$ cat src/rtl/sof_pkg.sv
package sof_pkg;
  typedef enum logic [1:0] {
    FMT_OFFSET = 2'd0,
    FMT_TWOS   = 2'd1,
    FMT_GRAY   = 2'd2
  } fmtKind_e;

  typedef struct packed {
    fmtKind_e fmtKind;
    logic     ddrOn;
    logic     driveOn;
    logic     dclkFlip;
  } ctrlStrobes_t;
endpackage

$ cat src/rtl/sof_ctrl.sv
module sof_ctrl
  import sof_pkg::*;
(
  input  logic [1:0]   fmtSel,
  input  logic         ddrMode,
  input  logic         clkInvert,
  input  logic         oeBar,
  output ctrlStrobes_t strobes
);
  always_comb begin
    unique case (fmtSel)
      2'd1:    strobes.fmtKind = FMT_TWOS;
      2'd2:    strobes.fmtKind = FMT_GRAY;
      default: strobes.fmtKind = FMT_OFFSET;
    endcase
    strobes.ddrOn    = ddrMode;
    strobes.driveOn  = ~oeBar;
    // polarity flip only meaningful on the single-rate bus
    strobes.dclkFlip = clkInvert & ~ddrMode;
  end
endmodule

$ cat src/rtl/sof_datapath.sv
module sof_datapath
  import sof_pkg::*;
#(
  parameter int WIDTH   = 16,
  parameter int LATENCY = 12
) (
  input  logic             clk,
  input  logic             rst,
  input  logic [WIDTH-1:0] sampleIn,
  input  logic             overLow,
  input  logic             overHigh,
  input  ctrlStrobes_t     strobes,
  output logic [WIDTH-1:0] dataOut,
  output logic [WIDTH-1:0] dataEn,
  output logic             ovrOut,
  output logic             ovrEn,
  output logic             dclkOut,
  output logic             dclkEn
);
  localparam int HALF   = WIDTH / 2;
  localparam int STAGES = LATENCY + 1;
  localparam logic [WIDTH-1:0] SIGN_BIT = {1'b1, {(WIDTH-1){1'b0}}};
  localparam logic [WIDTH-1:0] POS_TOP  = {1'b0, {(WIDTH-1){1'b1}}};

  logic [WIDTH-1:0] clamped;
  logic [WIDTH-1:0] offsetWord;
  logic [WIDTH-1:0] fmtWord;
  logic             ovrNow;

  always_comb begin
    ovrNow = overLow | overHigh;
    if (overLow)       clamped = SIGN_BIT;
    else if (overHigh) clamped = POS_TOP;
    else               clamped = sampleIn;
    offsetWord = clamped ^ SIGN_BIT;
    unique case (strobes.fmtKind)
      FMT_TWOS: fmtWord = clamped;
      FMT_GRAY: fmtWord = offsetWord ^ (offsetWord >> 1);
      default:  fmtWord = offsetWord;
    endcase
  end

  // delay line: flag in the top bit, word below
  logic [WIDTH:0] pipe [STAGES];

  always_ff @(posedge clk) begin
    if (rst) begin
      for (int i = 0; i < STAGES; i++) pipe[i] <= '0;
    end else begin
      pipe[0] <= {ovrNow, fmtWord};
      for (int i = 1; i < STAGES; i++) pipe[i] <= pipe[i-1];
    end
  end

  logic [WIDTH-1:0] outWord;
  logic             outOvr;
  logic [HALF-1:0]  evenHalf;
  logic [HALF-1:0]  oddHalf;

  assign outWord = pipe[STAGES-1][WIDTH-1:0];
  assign outOvr  = pipe[STAGES-1][WIDTH];

  for (genvar g = 0; g < HALF; g++) begin : g_split
    assign evenHalf[g] = outWord[2*g];
    assign oddHalf[g]  = outWord[2*g+1];
  end

  always_comb begin
    dataOut = '0;
    dataEn  = '0;
    ovrOut  = 1'b0;
    ovrEn   = 1'b0;
    dclkOut = 1'b0;
    dclkEn  = 1'b0;
    if (strobes.driveOn) begin
      ovrOut = outOvr;
      ovrEn  = 1'b1;
      dclkEn = 1'b1;
      if (strobes.ddrOn) begin
        dataOut = {{HALF{1'b0}}, (clk ? evenHalf : oddHalf)};
        dataEn  = {{HALF{1'b0}}, {HALF{1'b1}}};
        dclkOut = clk;
      end else begin
        dataOut = outWord;
        dataEn  = '1;
        dclkOut = clk ^ strobes.dclkFlip;
      end
    end
  end
endmodule

$ cat src/rtl/sample_out_formatter.sv
module sample_out_formatter
  import sof_pkg::*;
#(
  parameter int WIDTH   = 16,
  parameter int LATENCY = 12
) (
  input  logic             clk,
  input  logic             rst,
  input  logic [WIDTH-1:0] sampleIn,
  input  logic             overLow,
  input  logic             overHigh,
  input  logic [1:0]       fmtSel,
  input  logic             ddrMode,
  input  logic             clkInvert,
  input  logic             oeBar,
  output logic [WIDTH-1:0] dataOut,
  output logic [WIDTH-1:0] dataEn,
  output logic             ovrOut,
  output logic             ovrEn,
  output logic             dclkOut,
  output logic             dclkEn
);
  ctrlStrobes_t strobes;

  sof_ctrl ctrl_i (
    .fmtSel    (fmtSel),
    .ddrMode   (ddrMode),
    .clkInvert (clkInvert),
    .oeBar     (oeBar),
    .strobes   (strobes)
  );

  sof_datapath #(.WIDTH(WIDTH), .LATENCY(LATENCY)) dp_i (
    .clk      (clk),
    .rst      (rst),
    .sampleIn (sampleIn),
    .overLow  (overLow),
    .overHigh (overHigh),
    .strobes  (strobes),
    .dataOut  (dataOut),
    .dataEn   (dataEn),
    .ovrOut   (ovrOut),
    .ovrEn    (ovrEn),
    .dclkOut  (dclkOut),
    .dclkEn   (dclkEn)
  );
endmodule

$ cat config.mk
export PLATFORM = sky130hd
export DESIGN_NAME = sample_out_formatter
export DESIGN_NICKNAME = d
export VERILOG_FILES = /design/src/rtl/sof_pkg.sv /design/src/rtl/sof_ctrl.sv /design/src/rtl/sof_datapath.sv /design/src/rtl/sample_out_formatter.sv
export SDC_FILE = /design/constraint.sdc
export NUM_CORES = 1
export LEC_CHECK = 0
export BUFFER_PORTS_ARGS = -buffer_cell sky130_fd_sc_hd__clkbuf_2
export CAP_MARGIN = 40
export CORE_ASPECT_RATIO = 1.2
export CORE_MARGIN = 1.5
export CORE_UTILIZATION = 50
export CTS_CLUSTER_SIZE = 30
export DETAILED_ROUTE_END_ITERATION = 10
export PLACE_DENSITY = 0.74
export SLEW_MARGIN = 20
export SYNTH_ARGS = -nofsm -noshare
export SYNTH_HDL_FRONTEND = slang
export SYNTH_SLANG_ARGS = --single-unit
$ cat constraint.sdc
create_clock -name clk -period 1.7 [get_ports clk]
set_input_delay 0.17 -clock clk [delete_from_list [all_inputs] [get_ports clk]]
set_output_delay 0.17 -clock clk [all_outputs]
set_load 0.05 [all_outputs]
==> results_dict.tcl <==
set metrics [dict create \
    worst_pin_slew_ps 753.8 \
    cpMaxStageDelayCell "a211oi_4" \
    diodes 0 \
    setup_viol 9 \
    place_area_mm2 0.007154 \
    hold_viol 0 \
    synth_top_area_share_pct 65.76 \
    hp-class "in -> reg" \
    fp.dieH_um 130.1 \
    die_width_um 108.9 \
    crit_fanout 5 \
    dr.pass1.iters 4 \
    grt_antenna_before_repair 0 \
    grt_pass1_vias 3793 \
    synth_edf_count 0 \
    largest-register "dp_i.pipe" \
    cp.required_ps 1530 \
    fp.dieArea_mm2 0.01416 \
    r2r-start "dp_i.pipe[1][49]$_SDFF_PP0_" \
    track_usage_pct 13.37 \
    ys_types 32 \
    status "finished with violations" \
    hp-start "sampleIn[8]" \
    synth_top_area_cell "dfxtp_1" \
    sequentialPowerShare_pct 48.0 \
    largest_reg_flops 221 \
    synth_area_mm2 0.006728 \
    ant_nets 0 \
    cts_tree "built" \
    stdcell_area_mm2 0.008364 \
    crit_cells 5 \
    finalMaxSlewViolations 0 \
    cp_top_family "buffers and inverters" \
    port_buffers 60 \
    p_switching_mw 2.334 \
    core_mm2 0.01318 \
    ff2ff_path_depth 1 \
    synth_top_flop_cell "dfxtp_1" \
    holdPathEnd "dp_i.pipe[0][7]$_SDFF_PP0_" \
    p_sw_share_pct 21.32 \
    min_path_cells 3 \
    grt_max_degree 207 \
    vdd_drop_max_mv 0.9847 \
    worstSetupPathType "clk -> out" \
    pwr-share-clk_pct 47.6 \
    synthArstFlopShare_pct 0 \
    rows 46 \
    synth_area_leaders "dfxtp_1, nor2b_1, buf_4" \
    synth.most_common_cell "dfxtp_1" \
    p_leak_nw 3.420 \
    wl_mm 9.172 \
    worst_setup_path_end_kind "output pin" \
    top_regs "dp_i.pipe (221)" \
    post-route-drc-count 0 \
    p_comb_share_pct 4.4 \
    maxCapViolCount 0 \
    areaGrowthSynthToFinish_pct 24.33 \
    ys_ff_latch 221 \
    p_int_mw 8.614 \
    wl_per_cell_um 10.88 \
    timing.final.ws_setup_ps -209.8 \
    drt_iter0_markers 125 \
    synth_common_cells "dfxtp_1, nor2b_1, clkbuf_1, nor2_1, buf_4" \
    fin_worst_skew_ps 5.229 \
    rr_endpoint "dp_i.pipe[1][66]$_SDFF_PP0_" \
    stdcell_count 843 \
    fin_setup_tns_ps -1543 \
    power_density_mw_per_mm2 1309 \
    arrival_ps 1740 \
    pre_cts_slack_ps -68.24 \
    synth.avg_cell_area_um2 11.50 \
    gr-total-overflow 0 \
    r2r_slack_ps 1130 \
    slowest_delay_ps 270 \
    worstSetupStartpointType "clock port" \
    hold_slack_ps 41.88 \
    clock_latency_ps 580 \
    num_vias 3864 \
    viasPerCell 4.584 \
    synth_cells 585 \
    synth_nets 612 \
    gp_congestion 0.7984 \
    crit_buf_inv 3 \
    worst_path_most_repeated_cell "clkbuf_16" \
    clk_pin_slew_ps 60 \
    register_area_mm2 0.004424 \
    dp_hpwl_mm 4.708 \
    start_util_pct 51.04 \
    drive_gt1_share_pct 20.15 \
    placedCellCount 772 \
    synth_seq_area_share_pct 65.76 \
    multi_input_area_mm2 0.002173 \
    fill_cells 958 \
    ys_warn_count 0 \
    relSlewSlack_pct 49.74 \
    path_cells "clkbuf_16, clkbuf_16, mux2i_2, a211oi_4, buf_8" \
    num_io_pins 61 \
    violations "setup timing" \
    layout.nets 688 \
    grt_first_pass_wirelength_mm 15.08 \
    rsz0062_at_grt "yes" \
]
## power groups by stage
stage               logic (mW)  registers, mW  clock network [mW]
floorplan                0.332           5.37               0.337
global placement         0.393           5.37               0.220
detailed placement       0.411           5.38               0.220
CTS                      0.470           5.26                5.33
global route             0.520           5.26                5.62
finish                   0.480           5.26                5.21
## placed cells by master (no fill, tap or decap), drive strengths merged, types with 2 or more instances in the layout
master / count
nor4b: 3
o32ai: 6
clkbuf: 84
dlygate4sd3: 28
inv: 5
nor2: 21
clkinv: 7
a211o: 3
a211oi: 8
and2: 13
o21ai: 2
buf: 18
or2: 3
dfxtp: 221
nor2b: 212
o22ai: 8
nand2b: 8
ha: 2
nor3: 2
mux2i: 8
a221o: 6
## per-stage QoR
| stage | util, % | total power, mW |
|---|---|---|
| 2_1_floorplan | - | 6.039 |
| 5_1_grt | 63.46 | 11.40 |
| 4_1_cts | 63.16 | 11.06 |
| 3_3_place_gp | 54.28 | 5.986 |
| 6_report | 63.46 | 10.95 |
| 3_5_place_dp | 54.28 | 6.007 |
## metal layers
layer / vias to the layer above / part of all wire (%) / GRT usage (%)
li1: 1974 / - / -
met1: 1762 / 39 / 12.42
met2: 101 / 52 / 23.57
met3: 27 / 5.3 / 4.945
met4: 0 / 3.1 / 10.14
met5: - / 0 / 0
## how the worst max path moves through the flow
stage / startpoint / endpoint / slack, ps
detailed placement: fmtSel[0] / dp_i.pipe[0][1]$_SDFF_PP0_ / -70
floorplan: oeBar / dataEn[0] / -190
global placement: clk / dataOut[1] / 30
finish: clk / dataOut[1] / -210
global route: clk / dataOut[5] / -230
CTS: clk / dataOut[3] / -230
## what timing repair did
action	CTS	global route
hold buffers	31	0
setup buffers	0	2
endpoints found under the hold margin	17	0
resized for setup	21	17
setup endpoints to repair	9	17
pin swaps	4	3
## cells by family (layout without fill, tap and decap cells)
logic type,after synthesis,after routing,synth area share [%]
AND/OR/NAND/NOR,264,264,24.27
flip-flops,221,221,65.76
buffers and inverters,53,143,4.054
AO/OA/AOI/OAI,36,36,4.222
multiplexers,8,8,1.190
adder cells (fa/ha/maj),2,2,0.3719
XOR/XNOR,1,1,0.1302
## layout make-up
type                       count  area share (%)
sequential                   221           52.89
multi-input combinational    311           25.98
clock buffer                  42           10.40
timing repair buffer          89           7.584
tap                          168           2.513
clock inverter                 7          0.4039
inverter                       5          0.2244
No activity file was read; power rests on OpenSTA's default activity.
